===== config.mk =====
export PLATFORM = sky130hd
export DESIGN_NAME = ackPollSeq
export DESIGN_NICKNAME = d
export VERILOG_FILES = /design/src/rtl/apPkg.sv /design/src/rtl/apDatapath.sv /design/src/rtl/apControl.sv /design/src/rtl/ackPollSeq.sv
export SDC_FILE = /design/constraint.sdc
export NUM_CORES = 1
export LEC_CHECK = 0
export BUFFER_PORTS_ARGS = -buffer_cell sky130_fd_sc_hd__buf_2
export CAP_MARGIN = 20
export CORE_UTILIZATION = 50
export CTS_CLUSTER_DIAMETER = 150
export DETAILED_ROUTE_END_ITERATION = 16
export GPL_TIMING_DRIVEN = 0
export HOLD_SLACK_MARGIN = 0.05
export PLACE_DENSITY_LB_ADDON = 0.12
export REMOVE_ABC_BUFFERS = 1
export SLEW_MARGIN = 15
export SYNTH_ARGS = -nofsm -noshare
export SYNTH_HDL_FRONTEND = slang
export SYNTH_SLANG_ARGS = --single-unit

===== constraint.sdc =====
create_clock -name clk -period 1.7 [get_ports clk]
set_input_delay 0.17 -clock clk [delete_from_list [all_inputs] [get_ports clk]]
set_output_delay 0.17 -clock clk [all_outputs]
set_load 0.01 [all_outputs]

===== src/rtl/apPkg.sv =====
package apPkg;

  typedef enum logic [1:0] {
    OP_NONE  = 2'd0,
    OP_START = 2'd1,
    OP_WRITE = 2'd2,
    OP_STOP  = 2'd3
  } cmdOp_e;

  // strobes from control to datapath
  typedef struct packed {
    logic capture;  // latch request, clear try count
    logic bumpTry;  // one more NACK seen
    logic clrGap;   // restart gap counter
    logic bumpGap;  // count one gap cycle
  } dpStrobe_t;

endpackage


===== src/rtl/apDatapath.sv =====
module apDatapath
  import apPkg::*;
#(
  parameter int ADDR_W     = 7,
  parameter int GAP_CYCLES = 3,
  parameter int MAX_TRIES  = 4
) (
  input  logic              clk,
  input  logic              rstN,
  input  dpStrobe_t         stb,
  input  logic [ADDR_W-1:0] reqAddr,
  input  logic              reqKeep,
  output logic [ADDR_W:0]   cmdByte,
  output logic              keepQ,
  output logic              lastTry,
  output logic              gapDone
);

  localparam int TRY_W = $clog2(MAX_TRIES + 1);
  localparam int GAP_W = $clog2(GAP_CYCLES + 1);

  logic [ADDR_W-1:0] addrQ;
  logic [TRY_W-1:0]  tryQ;
  logic [GAP_W-1:0]  gapQ;

  always_ff @(posedge clk) begin
    if (!rstN) begin
      addrQ <= '0;
      keepQ <= 1'b0;
      tryQ  <= '0;
      gapQ  <= '0;
    end else begin
      if (stb.capture) begin
        addrQ <= reqAddr;
        keepQ <= reqKeep;
        tryQ  <= '0;
      end else if (stb.bumpTry) begin
        tryQ <= tryQ + 1'b1;
      end
      if (stb.clrGap) begin
        gapQ <= '0;
      end else if (stb.bumpGap) begin
        gapQ <= gapQ + 1'b1;
      end
    end
  end

  assign cmdByte = {addrQ, 1'b0};
  assign lastTry = (tryQ == TRY_W'(MAX_TRIES - 1));
  assign gapDone = (gapQ == GAP_W'(GAP_CYCLES - 1));


  tries_bound_chk: assert property (@(posedge clk) disable iff (!rstN)
    tryQ <= TRY_W'(MAX_TRIES));

endmodule


===== src/rtl/apControl.sv =====
module apControl
  import apPkg::*;
(
  input  logic      clk,
  input  logic      rstN,
  input  logic      start,
  input  logic      cmdDone,
  input  logic      cmdAck,
  input  logic      keepQ,
  input  logic      lastTry,
  input  logic      gapDone,
  output dpStrobe_t stb,
  output logic      cmdValid,
  output cmdOp_e    cmdOp,
  output logic      busy,
  output logic      ready,
  output logic      timeout
);

  typedef enum logic [2:0] {
    ST_IDLE, ST_START, ST_ADDR, ST_STOP, ST_GAP
  } state_e;

  typedef enum logic [1:0] {
    END_OK, END_RETRY, END_FAIL
  } outcome_e;

  state_e   state;
  outcome_e outcome;

  always_ff @(posedge clk) begin
    if (!rstN) begin
      state   <= ST_IDLE;
      outcome <= END_OK;
      ready   <= 1'b0;
      timeout <= 1'b0;
    end else begin
      ready   <= 1'b0;
      timeout <= 1'b0;
      case (state)
        ST_IDLE:  if (start) state <= ST_START;
        ST_START: if (cmdDone) state <= ST_ADDR;
        ST_ADDR: if (cmdDone) begin
          if (cmdAck) begin
            if (keepQ) begin
              ready <= 1'b1;
              state <= ST_IDLE;
            end else begin
              outcome <= END_OK;
              state   <= ST_STOP;
            end
          end else begin
            outcome <= lastTry ? END_FAIL : END_RETRY;
            state   <= ST_STOP;
          end
        end
        ST_STOP: if (cmdDone) begin
          case (outcome)
            END_OK:    begin ready   <= 1'b1; state <= ST_IDLE; end
            END_FAIL:  begin timeout <= 1'b1; state <= ST_IDLE; end
            default:   state <= ST_GAP;
          endcase
        end
        ST_GAP:  if (gapDone) state <= ST_START;
        default: state <= ST_IDLE;
      endcase
    end
  end

  always_comb begin
    stb.capture = (state == ST_IDLE) && start;
    stb.bumpTry = (state == ST_ADDR) && cmdDone && !cmdAck;
    stb.clrGap  = (state == ST_STOP) && cmdDone;
    stb.bumpGap = (state == ST_GAP);
    cmdValid    = 1'b1;
    case (state)
      ST_START: cmdOp = OP_START;
      ST_ADDR:  cmdOp = OP_WRITE;
      ST_STOP:  cmdOp = OP_STOP;
      default: begin
        cmdOp    = OP_NONE;
        cmdValid = 1'b0;
      end
    endcase
    busy = (state != ST_IDLE);
  end


  pulse_excl_chk: assert property (@(posedge clk) disable iff (!rstN)
    !(ready && timeout));

  ready_pulse_chk: assert property (@(posedge clk) disable iff (!rstN)
    ready |=> !ready);

  timeout_pulse_chk: assert property (@(posedge clk) disable iff (!rstN)
    timeout |=> !timeout);

  cmd_hold_chk: assert property (@(posedge clk) disable iff (!rstN)
    (cmdValid && !cmdDone) |=> (cmdValid && $stable(cmdOp)));

  gap_exit_chk: assert property (@(posedge clk) disable iff (!rstN)
    (state == ST_GAP && gapDone) |=> (cmdValid && cmdOp == OP_START));

endmodule


===== src/rtl/ackPollSeq.sv =====
module ackPollSeq
  import apPkg::*;
#(
  parameter int ADDR_W     = 7,
  parameter int GAP_CYCLES = 3,
  parameter int MAX_TRIES  = 4
) (
  input  logic              clk,
  input  logic              rstN,
  input  logic              start,
  input  logic              keepBus,
  input  logic [ADDR_W-1:0] slaveAddr,
  input  logic              cmdDone,
  input  logic              cmdAck,
  output logic              cmdValid,
  output logic [1:0]        cmdOp,
  output logic [ADDR_W:0]   cmdByte,
  output logic              busy,
  output logic              ready,
  output logic              timeout
);

  dpStrobe_t stb;
  cmdOp_e    opE;
  logic      keepQ, lastTry, gapDone;

  apControl u_ctl (
    .clk(clk), .rstN(rstN), .start(start), .cmdDone(cmdDone),
    .cmdAck(cmdAck), .keepQ(keepQ), .lastTry(lastTry), .gapDone(gapDone),
    .stb(stb), .cmdValid(cmdValid), .cmdOp(opE), .busy(busy),
    .ready(ready), .timeout(timeout)
  );

  apDatapath #(
    .ADDR_W(ADDR_W), .GAP_CYCLES(GAP_CYCLES), .MAX_TRIES(MAX_TRIES)
  ) u_dp (
    .clk(clk), .rstN(rstN), .stb(stb), .reqAddr(slaveAddr),
    .reqKeep(keepBus), .cmdByte(cmdByte), .keepQ(keepQ),
    .lastTry(lastTry), .gapDone(gapDone)
  );

  assign cmdOp = opE;


  busy_start_chk: assert property (@(posedge clk) disable iff (!rstN)
    (busy && start) |=> $stable(cmdByte));

endmodule


==> flow_summary_export.csv <==
group,metric,value,unit
outcome,status,"complete, no violations",
clocking,ctsHoldBuffers,0,
synthesis,synth-xor-area-share,0.9103,%
finish,multiInputGateArea,501.7,um2
route,drt-initial-drc-count,4,
worst_setup_path,path_max_fanout,2,
synthesis,synth_top_area_share,41.61,%
place,placed_cells,154,
synthesis,synthDistinctLibCells,35,
finish,drive_gt1_share,24.06,%
global_routing,grt_pass1_vias,727,
route,drc,0,
floorplan,die_x,45.87,um
worst_setup_path,path_class,"flop to flop",
finish,final_cells,158,
synthesis,synth-main-ff-cell,"dfxtp_1",
clocking,cts-root-buf,"clkbuf_4",
synthesis,yosys.area_share.simple,26.40,%
pwr,p_per_area,1015,nW/um2
global_routing,grt_pass1_wl,3049,um
route,drtPass1Iterations,4,
floorplan,die_h,45.87,um
synthesis,yosys.area.top_type,"dfxtp_1",
route,ant_nets,0,
global_routing,antenna_found_initial,0,
floorplan,die_area,2104,um2
floorplan,ios,27,
pwr,p_sw_share,32.22,%
sta,min_period,1.598,ns
synthesis,synth_cells,112,
sta,finalSetupViolCount,0,
floorplan,initial_utilization,54.54,%
finish,antenna_cells,0,
worst_hold_path,min_path_cells,3,
route,via_count,814,
route,finalWirelength,1829,um
run,maxCapViolations,0,
global_routing,overflow,0,
pwr,clkPwrFrac,24.4,%
worst_setup_path,crit_arrival,1.81,ns
synthesis,ys_top_cells_by_area,"dfxtp_1 42%, nand2_1 7.0%, a21boi_0 6.2%",
place,gp_congestion,0.7588,
clocking,cts_htree_levels,1,
synthesis,netlist_area,962.2,um2
synthesis,synth_compound_area_share,18.99,%
worst_setup_path,reg2reg_depth,5,
floorplan,placementRows,15,
sta,rsz0062_at_grt,"no",
route,vias_per_cell,5.152,
pwr,switching_power,364.1,uW
worst_setup_path,end_kind,"flop",
pwr,power.internal,766.1,uW
clocking,cts_setup_buffers,0,
synthesis,synth_fa_ha_area_share,3.901,%
synthesis,synth_top_family_by_area,"simple AND/OR/NAND/NOR gates",
finish,fillers,191,
finish,nets,150,
sta,maxSlewViolCount,0,
sta,tightest_slew,0.7222,ns
clocking,cts_buffer_depth,2,
finish,seqCellArea,400.4,um2
floorplan,core,1764,um2
clocking,cts_tree,"built",
synthesis,synth.avg_cell_area,8.591,um2
pwr,vdd_ir_drop_max,0.5138,mV
sta,slew-limit-headroom,51.73,%
clocking,numCtsBuffers,3,
place,dp_hpwl,1282,um
route,routedWlPerCell,11.58,um
place,io_buffers,25,
pwr,seq_power_share,49.8,%
pwr,combinationalPowerShare,25.8,%
sta,finalCritPeriodShare,94.01,%
synthesis,yosysSeqAreaShare,41.61,%
clocking,cts.clk_slew.worst_paths,0.11,ns
sta,tns,0,ns
global_routing,grt_max_degree,19,
synthesis,synth_edf_count,0,
sta,clock-skew-final,0.006547,ns
synthesis,async_flop_share,0,%
pwr,p_leak,0.4686,nW
worst_hold_path,hold_class,"input pin to flop",
synthesis,synth.most_common_cell,"dfxtp_1",
synthesis,synth.top_cells.by_count,"20 x dfxtp_1, 18 x nand2_1, 8 x a21boi_0, 7 x a21oi_1",
worst_setup_path,start_kind,"flop",
synthesis,synth-seq-cells,20,
sta,hold_violations,0,
synthesis,synthMuxAreaShare,1.040,%
global_routing,grt.total_usage,20.29,%
sta,fmax,0.6257,GHz
clocking,cts.sinks,20,
synthesis,yosys_warnings,0,
finish,area_growth,15.73,%
worst_setup_path,cp.required,1.91,ns
clocking,clock_latency,0.30,ns
final cells by class:
cell class                 count  area share (%)
clock buffer                   4           3.258
inverter                       5           1.685
multi-input combinational     79           45.06
sequential                    20           35.95
tap                           25           2.809
timing repair buffer          25           11.24
per-stage QoR:
step	total power, mW	setup slack [ns]	hold WS, ns	instance area (um2)	utilization (%)
floorplan	0.7481	0.2099	0.2875	915.9	-
global placement	0.8525	0.1576	0.4127	1072	60.78
detailed placement	0.8625	0.1039	0.4220	1072	60.78
CTS	1.132	0.06991	0.09673	1109	62.84
global route	1.211	0.007117	0.09562	1114	63.12
finish	1.130	0.1019	0.1020	1114	63.12
final timing paths:
| path | startpoint | end | slack [ns] |
|---|---|---|---|
| worst max register to register | u_dp.gapQ[0] | u_ctl.state[2] | 0.10 |
| worst min-delay path | slaveAddr[3] | u_dp.addrQ[3] | 0.10 |
| worst max-delay path | u_dp.gapQ[0] | u_ctl.state[2] | 0.10 |
| worst min register to register | u_dp.addrQ[5] | u_dp.addrQ[5] | 0.47 |
cell families after synthesis:
logic type	Yosys count
other	1
adders and majority gates	3
buffers and inverters	13
AOI/OAI and AO/OA	28
muxes	1
DFF	20
and+or+nand+nor	45
xor gates and xnor gates	1
critical path, cell delays in order, from the launching register on:
cell	delay (ns)
dfxtp_1	0.36
inv_1	0.05
ha_1	0.21
or4b_1	0.48
o311a_1	0.16
a32o_1	0.25
cells in the final DEF (no fill, tap or decap):
cell       Yosys  layout
buf_2          1      25
nand2b_1       1       1
mux2i_1        1       1
o211ai_1       1       1
or3b_2         1       1
nand3b_1       1       1
or4b_1         2       2
dfxtp_1       20      20
a21boi_1       1       1
a21boi_0       8       8
nor4b_2        1       1
nor4b_1        1       1
nor2b_1        1       1
nor2_1         6       6
ha_1           3       3
nand2_1       18      18
o21ai_0        6       6
and3_1         1       1
a211oi_1       1       1
o21a_1         2       2
xnor2_1        1       1
nor3b_1        4       4
or3_1          4       4
clkbuf_8       0       1
nand3_1        1       1
or4_1          1       1
and2_1         1       1
nand4bb_2      0       1
clkbuf_4       0       3
conb_1         1       1
a21oi_1        7       7
a32o_1         1       1
o311a_1        1       1
inv_1          5       5
per-layer routing:
metal | up-vias | wire, um | track usage [%]
met5 | - | 0 | 0
met1 | 363 | 883 | 25.30
li1 | 430 | - | -
met4 | 0 | 13 | 5.294
met2 | 19 | 840 | 32.68
met3 | 2 | 91 | 7.540
registers in the layout (all words and copies together), names as in the netlist:
register and cells:
u_ctl.timeout 1, u_dp.keepQ 1, u_dp.tryQ 3, u_ctl.state 3
u_ctl.ready 1, u_dp.addrQ 7, u_dp.gapQ 2, u_ctl.outcome 2
timing repair:
| item | CTS | global route |
|---|---|---|
| endpoints found under the setup margin | 0 | 1 |
| resized for setup | 0 | 1 |
| hold endpoints to repair | 0 | 0 |
power groups by stage:
stage / registers [mW] / clock network [mW] / logic, mW
2_1_floorplan: 0.571 / 0 / 0.177
3_3_place_gp: 0.568 / 0 / 0.284
3_5_place_dp: 0.572 / 0 / 0.290
4_1_cts: 0.562 / 0.279 / 0.291
5_1_grt: 0.571 / 0.307 / 0.333
6_report: 0.563 / 0.275 / 0.292
Power figures use the tool's default switching activity.
